==> src/rtl/clip_cdf_pkg.sv <==
package clip_cdf_pkg;
  typedef enum logic [2:0] {
    ST_IDLE,
    ST_KICK,
    ST_DIV,
    ST_SHARE,
    ST_PASS,
    ST_WAIT
  } phase_e;
endpackage

==> src/rtl/recip_div.sv <==
// Restoring divider: recip_o = floor(2^FW / div_i), 0 when div_i is 0.
module recip_div #(
  parameter int DW = 12,
  parameter int FW = 16
) (
  input  logic          clk_i,
  input  logic          rst_ni,
  input  logic          start_i,
  input  logic [DW-1:0] div_i,
  output logic          busy_o,
  output logic [FW:0]   recip_o
);
  localparam int CW = $clog2(FW + 1);

  logic [DW-1:0] rem_q;
  logic [FW:0]   quo_q;
  logic [CW-1:0] cnt_q;
  logic          run_q;
  logic [DW:0]   trial;
  logic          ge;

  assign trial = {rem_q, (cnt_q == CW'(FW))};
  assign ge    = trial >= {1'b0, div_i};

  always_ff @(posedge clk_i or negedge rst_ni) begin
    if (!rst_ni) begin
      rem_q <= '0;
      quo_q <= '0;
      cnt_q <= '0;
      run_q <= 1'b0;
    end else if (start_i) begin
      rem_q <= '0;
      quo_q <= '0;
      cnt_q <= CW'(FW);
      run_q <= 1'b1;
    end else if (run_q) begin
      rem_q <= ge ? DW'(trial - {1'b0, div_i}) : trial[DW-1:0];
      quo_q <= {quo_q[FW-1:0], ge};
      if (cnt_q == '0) run_q <= 1'b0;
      else             cnt_q <= cnt_q - 1'b1;
    end
  end

  assign busy_o  = run_q;
  assign recip_o = (div_i == '0) ? '0 : quo_q;
endmodule

==> src/rtl/cdf_norm.sv <==
// Scales a running sum to the output code range through a reciprocal.
module cdf_norm #(
  parameter int SUM_W  = 14,
  parameter int OUT_W  = 4,
  parameter int FRAC_W = 16
) (
  input  logic [SUM_W-1:0]  sum_i,
  input  logic [FRAC_W:0]   recip_i,
  output logic [OUT_W-1:0]  code_o
);
  localparam int PW = SUM_W + OUT_W + FRAC_W + 1;
  localparam logic [PW-1:0] CODE_MAX = PW'((1 << OUT_W) - 1);

  logic [PW-1:0] prod;
  logic [PW-1:0] scaled;

  always_comb begin
    prod   = PW'(sum_i) * CODE_MAX * PW'(recip_i);
    scaled = prod >> FRAC_W;
    code_o = (scaled > CODE_MAX) ? CODE_MAX[OUT_W-1:0] : scaled[OUT_W-1:0];
  end
endmodule

==> src/rtl/clip_cdf_lut.sv <==
module clip_cdf_lut
  import clip_cdf_pkg::*;
#(
  parameter int OUT_W  = 4,
  parameter int BIN_W  = 8,
  parameter int CNT_W  = 12,
  parameter int FRAC_W = 16,
  localparam int NB    = 4 * (2 ** OUT_W),
  localparam int AW    = $clog2(NB)
) (
  input  logic             clk_i,
  input  logic             rst_ni,
  input  logic             start_i,
  input  logic [BIN_W-1:0] clip_limit_i,
  input  logic [CNT_W-1:0] pix_cnt_i,
  input  logic [CNT_W-1:0] excess_i,
  input  logic [AW:0]      sat_bins_i,
  output logic             hist_re_o,
  output logic [AW-1:0]    hist_raddr_o,
  input  logic [BIN_W-1:0] hist_rdata_i,
  output logic             lut_we_o,
  output logic [AW-1:0]    lut_waddr_o,
  output logic [OUT_W-1:0] lut_wdata_o,
  output logic             busy_o,
  output logic             done_o
);
  localparam int SUM_W = BIN_W + AW;
  localparam int RW    = FRAC_W + 1;
  localparam int SW    = CNT_W + 1;
  localparam int MW    = CNT_W + RW;
  localparam logic [AW-1:0] LAST = AW'(NB - 1);

  phase_e state_q;
  logic [BIN_W-1:0] lim_q;
  logic [CNT_W-1:0] pcnt_q, exc_q, share_q;
  logic [AW:0]      sat_q, recv;
  logic [AW-1:0]    raddr_q, rd_addr_q, waddr_q;
  logic             rd_vld_q, we_q, done_q;
  logic [SUM_W-1:0] sum_q, sum_nx;
  logic [OUT_W-1:0] wdata_q, code;
  logic [SW-1:0]    bin_sum;
  logic [BIN_W-1:0] clipped;
  logic [MW-1:0]    sh_prod;
  logic             start_ok, div_busy;

  logic [CNT_W-1:0] dvs   [2];
  logic [RW-1:0]    recip [2];
  logic [1:0]       dbusy;

  // index 0: share divisor (receiving bins), index 1: pixel count
  assign recv   = (sat_q >= (AW+1)'(NB)) ? '0 : (AW+1)'(NB) - sat_q;
  assign dvs[0] = CNT_W'(recv);
  assign dvs[1] = pcnt_q;

  for (genvar g = 0; g < 2; g++) begin : g_recip
    recip_div #(.DW(CNT_W), .FW(FRAC_W)) u_div (
      .clk_i   (clk_i),
      .rst_ni  (rst_ni),
      .start_i (state_q == ST_KICK),
      .div_i   (dvs[g]),
      .busy_o  (dbusy[g]),
      .recip_o (recip[g])
    );
  end
  assign div_busy = |dbusy;

  assign sh_prod  = MW'(exc_q) * MW'(recip[0]);
  assign bin_sum  = SW'(hist_rdata_i) + SW'(share_q);
  assign clipped  = (bin_sum > SW'(lim_q)) ? lim_q : bin_sum[BIN_W-1:0];
  assign sum_nx   = sum_q + SUM_W'(clipped);

  cdf_norm #(.SUM_W(SUM_W), .OUT_W(OUT_W), .FRAC_W(FRAC_W)) u_norm (
    .sum_i   (sum_nx),
    .recip_i (recip[1]),
    .code_o  (code)
  );

  assign start_ok = (state_q == ST_IDLE) && !we_q && start_i;

  always_ff @(posedge clk_i or negedge rst_ni) begin
    if (!rst_ni) begin
      state_q <= ST_IDLE;
      lim_q   <= '0;
      pcnt_q  <= '0;
      exc_q   <= '0;
      sat_q   <= '0;
      share_q <= '0;
      raddr_q <= '0;
    end else begin
      case (state_q)
        ST_IDLE: if (start_ok) begin
          lim_q   <= clip_limit_i;
          pcnt_q  <= pix_cnt_i;
          exc_q   <= excess_i;
          sat_q   <= sat_bins_i;
          state_q <= ST_KICK;
        end
        ST_KICK:  state_q <= ST_DIV;
        ST_DIV:   if (!div_busy) state_q <= ST_SHARE;
        ST_SHARE: begin
          share_q <= sh_prod[FRAC_W +: CNT_W];
          raddr_q <= '0;
          state_q <= ST_PASS;
        end
        ST_PASS: begin
          raddr_q <= raddr_q + 1'b1;
          if (raddr_q == LAST) state_q <= ST_WAIT;
        end
        ST_WAIT: if (rd_vld_q && rd_addr_q == LAST) state_q <= ST_IDLE;
        default: state_q <= ST_IDLE;
      endcase
    end
  end

  // read-data stage, matched to the one-cycle store latency
  always_ff @(posedge clk_i or negedge rst_ni) begin
    if (!rst_ni) begin
      rd_vld_q  <= 1'b0;
      rd_addr_q <= '0;
      sum_q     <= '0;
      we_q      <= 1'b0;
      waddr_q   <= '0;
      wdata_q   <= '0;
      done_q    <= 1'b0;
    end else begin
      rd_vld_q  <= (state_q == ST_PASS);
      rd_addr_q <= raddr_q;
      if (state_q == ST_SHARE) sum_q <= '0;
      else if (rd_vld_q)       sum_q <= sum_nx;
      we_q   <= rd_vld_q;
      done_q <= rd_vld_q && (rd_addr_q == LAST);
      if (rd_vld_q) begin
        waddr_q <= rd_addr_q;
        wdata_q <= code;
      end
    end
  end

  assign hist_re_o    = (state_q == ST_PASS);
  assign hist_raddr_o = raddr_q;
  assign lut_we_o     = we_q;
  assign lut_waddr_o  = waddr_q;
  assign lut_wdata_o  = wdata_q;
  assign done_o       = done_q;
  assign busy_o       = (state_q != ST_IDLE) || we_q;
endmodule

==> config.mk <==
export PLATFORM = sky130hd
export DESIGN_NAME = clip_cdf_lut
export DESIGN_NICKNAME = d
export VERILOG_FILES = /design/src/rtl/clip_cdf_pkg.sv /design/src/rtl/recip_div.sv /design/src/rtl/cdf_norm.sv /design/src/rtl/clip_cdf_lut.sv
export SDC_FILE = /design/constraint.sdc
export NUM_CORES = 2
export LEC_CHECK = 0
export BUFFER_PORTS_ARGS = -buffer_cell sky130_fd_sc_hd__buf_2
export CORE_MARGIN = 4
export CORE_UTILIZATION = 60
export DETAILED_ROUTE_END_ITERATION = 7
export PLACE_DENSITY = 0.76
export REMOVE_ABC_BUFFERS = 1
export SLEW_MARGIN = 40
export SYNTH_ARGS = -nofsm -noshare
export SYNTH_HDL_FRONTEND = slang
export SYNTH_HIERARCHICAL = 1
export SYNTH_SLANG_ARGS = --single-unit
==> constraint.sdc <==
create_clock -name clk_i -period 42.7 [get_ports clk_i]
set_input_delay 6.405 -clock clk_i [delete_from_list [all_inputs] [get_ports clk_i]]
set_output_delay 6.405 -clock clk_i [all_outputs]
set_load 0.01 [all_outputs]
# Word-level counts from Yosys, hierarchy flattened
# Cells that the tools add are included.
[classes]
addsub = 8
multipliers = 3
order_cmp = 5
n_eq_ne = 15
mux = 35
n_reduce_logical = 20
[op_table]
columns = ["cell", "count"]
rows = [
  ["$mux 17", 6],
  ["$mux 12", 6],
  ["$mul 18x17->35", 1],
  ["$mux 5", 6],
  ["$mul 12x17->28", 1],
  ["$mux 14", 2],
  ["$logic_not 12->1", 2],
  ["$gt 19x4->1 const B", 1],
  ["$mul 14x4->18 const B", 1],
  ["$pmux 3 s6", 1],
  ["$add 14x8->14", 1],
  ["$add 8x12->13", 1],
  ["$ge 13x12->1", 1],
  ["$ge 13x7->1", 1],
  ["$gt 13x8->1", 1],
  ["$eq 6x6->1 const B", 2],
  ["$mux 3", 4],
  ["$pmux 6 s2", 1],
  ["$sub 12x12->12", 1],
  ["$sub 12x7->12", 1],
  ["$eq 5x5->1 const B", 2],
  ["$logic_not 5->1", 2],
  ["$sub 5x1->5 const B", 2],
  ["$mux 8", 1],
  ["20 further kinds", 38],
]
[totals]
regBits = 163
inputBits = 50
elab_cells = 108

# Logic depth before layout (Yosys ltp)
[logic_depth]
depth_word = 8
depth_mapped = 61
ltp_nobuf = 59

# Modules after synthesis
# Netlist, hierarchy kept.
[by_module_without_submodules]
columns = ["module", "instances", "cells_per_inst", "area_per_inst_um2", "seq_area_each_um2"]
rows = [
  ["cdf_norm", 1, 1423, 12025.3, 0.0],
  ["clip_cdf_lut", 1, 1166, 10998.0, 2327.2],
  ["recip_div", 2, 258, 2377.3, 875.8],
]

# Worst setup path before layout
# OpenSTA, ideal clock, no wires.
[synth_timing]
path_kind = "input -> register"
startpoint = "input hist_rdata_i[0]"
endpoint = "register wdata_q[2] (netlist: lut_wdata_o[2])"
setup_ns = 0.125
arrival_time_ns = 19.441
t_required_ns = 42.575
setup_slack_ns = 23.134
cell_stages = 59
path_cell_list = "ha_1 inv_1 fa_1 nor2b_1 o21ai_1 a21boi_1 o21a_1 nor2_1 xnor2_1 ha_1 o21a_1 o21ai_0 a31oi_1 nor2_1 o21ai_2 mux2_1 ha_1 fa_1 (+23 left out) inv_1 fa_1 fa_1 fa_1 inv_1 fa_1 inv_1 ha_1 nand4_1 inv_1 a221o_1 o21a_2 o211ai_2 a21oi_1 or3_1 a21oi_2 nand4_1 mux2_2"
[synth_via]
elab_chain_len = 8
[synth_rtl]
columns = ["item", "line_no", "rtl"]
rows = [
  ["from (decl)", "clip_cdf_lut.sv:20", "input logic [BIN_W-1:0] hist_rdata_i,"],
  ["$add 8x12->13 (*)", "clip_cdf_lut.sv:68", "assign bin_sum = SW'(hist_rdata_i) + SW'(share_q);"],
  ["$gt 13x8->1", "clip_cdf_lut.sv:69", "assign clipped = (bin_sum > SW'(lim_q)) ? lim_q : bin_sum[BIN_W-1:0];"],
  ["$mux 8 (*)", "clip_cdf_lut.sv:69", ""],
  ["$add 14x8->14 (*)", "clip_cdf_lut.sv:70", "assign sum_nx = sum_q + SUM_W'(clipped);"],
  ["net sum_nx[12]", "clip_cdf_lut.sv:39", "logic [SUM_W-1:0] sum_q, sum_nx;"],
  ["$mul 14x4->18 (*)", "cdf_norm.sv:18", "prod = PW'(sum_i) * CODE_MAX * PW'(recip_i);"],
  ["$mul 18x17->35 (*)", "cdf_norm.sv:18", ""],
  ["$gt 19x4->1", "cdf_norm.sv:20", "code_o = (scaled > CODE_MAX) ? CODE_MAX[OUT_W-1:0] : scaled[OUT_W-1:0];"],
  ["$mux 4 (*)", "cdf_norm.sv:20", ""],
  ["net code[2]", "clip_cdf_lut.sv:40", "logic [OUT_W-1:0] wdata_q, code;"],
  ["to (signal assigned)", "clip_cdf_lut.sv:134", "wdata_q <= code;"],
  ["to (decl)", "clip_cdf_lut.sv:40", ""],
]
# Mark *: on every way through the listed nets, which the timed path passes. The rest lies on a longest branch.
# A chain may end at the register's enable or synchronous reset.

# Worst setup path after layout
[layout_timing]
startpoint = "input hist_rdata_i[0]"
endpoint = "register wdata_q[1] (netlist: lut_wdata_o[1])"
# The elaborated chain is that of the path after synthesis.

==> metrics.csv <==
metric,value,unit
setup violators final,0,
cell row count,78,
share of layout cells above drive strength 1,0.0788,
ratio of final minimum period to clock period,0.484,
core area,0.0456,sq mm
#FFs+latches synth,163,
worst r2r src,share_q[0]$_DFFE_PN0N_,
top post-synthesis cells by area,"fa_1 (30%), dfrtp_1 (15%), ha_1 (11%)",
Slew Limit Fails,0,
critical path's largest stage delay,0.67,ns
min-delay worst type,flip-flop to flip-flop,
Total Routed Length,64700,um
cell area after synthesis,0.0278,sq mm
IO Port Bufs,69,
initial antenna violation count,0,
"FFs w/ async S/R, synth",1.00,
clock slew seen by the registers of the worst setup and hold paths,0.08,ns
wire per inst,17.6,um
CP max stage cell,xor2_2,
largest area contributor in the synthesized netlist,fa_1,
CTS tree,done,
Post-CTS Setup Repair Bufs,0,
initial core utilization,0.609,
dominant synthesized flop cell,dfrtp_1,
Crit. Startpoint,hist_rdata_i[0],
synth cell count leaders,"inv_1 (554), nand2_1 (446), fa_1 (414)",
max-cap violations,0,
clk_lat worst skew,0.48,ns
hpwl dp,51300,um
most frequent cell after synthesis,inv_1,
Placed Area,0.0285,sq mm
RSZ-0062 raised after global routing,false,
Synth cell types,96,
# diodes,0,
H-tree Lvls,4,
crit path kind,input port to flip-flop,
detailed-route via count,21324,
vias in the first global route,22852,
top cell type's share of synthesized area,0.298,
Remaining DRCs,0,
slew margin rel.,0.418,
initial drt markers,1465,
remaining antenna violation count,0,
synthesized area per cell,8.95,sq um
clk buf depth,2,
DR vias/cell,5.79,
Post-synth EDFFs,0,
arrival time at the worst endpoint,21.03,ns
WHS,0.472,ns
CP Capture Type,flip-flop,
FMAX,0.0484,GHz
Finished Cell Area,0.0291,sq mm
Area Overhead vs Synth,4.86,%
CP Max Fanout,23,
top cell family by delay on the critical path,adder cells,
Hold Startpoint,hist_raddr_o[3]$_DFFE_PN0P_,
gr usage total,0.268,
Post-Synthesis Cells,3105,
status,"finished, final reports clean",
WP buf/inv,7,
chip width,223,um
Setup Skew,0.0204,ns
Layout Nets,3777,
root buffer cell,clkbuf_16,
die area,0.0498,sq mm
CP dominant cell by count,fa_1,
Final Hold Vio Count,0,
CP Data Required Time,43.07,ns
actual slew at the worst max-slew pin,0.874,ns
die height,223,um
CTS buffer count,17,
register area share after synthesis,0.147,
post_cts resized,0,
Setup crit start kind,input port,
setup TNS,0,ns
clock sinks,163,
Overflow after GRT,0,
"Hold-fix buffers, CTS",0,
largest net degree at the start of global routing,68,
GP Congestion,0.906,
first-pass GRT wire length,111000,um
YS warnings,6,
First-pass DRT Iterations,5,
Final min period,20.65,ns
IO Count,70,
layout by cell type, fill, tap and decap left out, types with 32 or more instances in the layout:
cell type | Yosys | layout
inv_1 | 554 | 554
ha_1 | 242 | 240
a21oi_1 | 59 | 58
nand3_1 | 38 | 38
buf_2 | 7 | 68
fa_1 | 414 | 414
nand2_1 | 446 | 445
mux2i_1 | 53 | 53
nor3_1 | 32 | 32
and2_1 | 205 | 199
nor2_1 | 130 | 130
nor2b_1 | 32 | 32
dfrtp_1 | 163 | 161
o21ai_0 | 56 | 56
xnor2_1 | 57 | 54
mux2_2 | 55 | 55
logic make-up after synthesis:
logic type	synth area share
mux	0.0440
buf+inv	0.0975
fa+ha+maj	0.407
simple gates	0.182
other cells	0.000135
compound gates	0.0949
flops	0.147
xor+xnor	0.0277
worst paths after layout:
check | to | slack, ns | depth (start not counted)
min in group asynchronous | lut_wdata_o[0]$_DFFE_PN0P_ | 5.90 | 1
worst min-delay path | rd_addr_q[3]$_DFF_PN0_ | 0.47 | 0
worst min register to register | rd_addr_q[3]$_DFF_PN0_ | 0.47 | 0
worst max-delay path | lut_wdata_o[1]$_DFFE_PN0P_ | 22.05 | 58
max in group asynchronous | g_recip[0].u_div/busy_o$_DFF_PN0_ | 34.99 | 3
worst max register to register | lut_wdata_o[1]$_DFFE_PN0P_ | 27.62 | 57
area by class of cell:
cell class | count | area, sq um
Multi-Input combinational cell | 2250 | 21100
Fill cell | 3729 | 16400
Sequential cell | 163 | 4090
Inverter | 554 | 2080
Tap cell | 600 | 751
Timing Repair Buffer | 85 | 472
Clock buffer | 18 | 439
Clock inverter | 14 | 189
state kept, by name, indices dropped and copies added (netlist names), 7 cells and up:
signal               flops
g_recip.u_div/quo_q     34
g_recip.u_div/rem_q     24
sum_q                   14
exc_q                   12
pcnt_q                  12
share_q                 12
g_recip.u_div/cnt_q     10
lim_q                    8
sat_q                    7
routing by layer:
| layer | up-vias | track usage | wire length (um) |
|---|---|---|---|
| li1 | 9830 | - | - |
| met1 | 10643 | 0.351 | 27000 |
| met2 | 707 | 0.460 | 32300 |
| met3 | 144 | 0.0425 | 3710 |
| met4 | 0 | 0.0887 | 1690 |
| met5 | - | 0 | 0 |
stage by stage:
stage	utilization	setup WS [ns]	instances
after floorplan	-	22.97	2967
after global placement	0.624	21.78	3651
after detailed placement	0.625	21.65	3652
after CTS	0.639	22.10	3684
after global routing	0.639	21.22	3684
final	0.639	22.05	3684
Power is not shown: default switching activity piles up to over one toggle a cycle in this logic, so the estimate is an artifact.
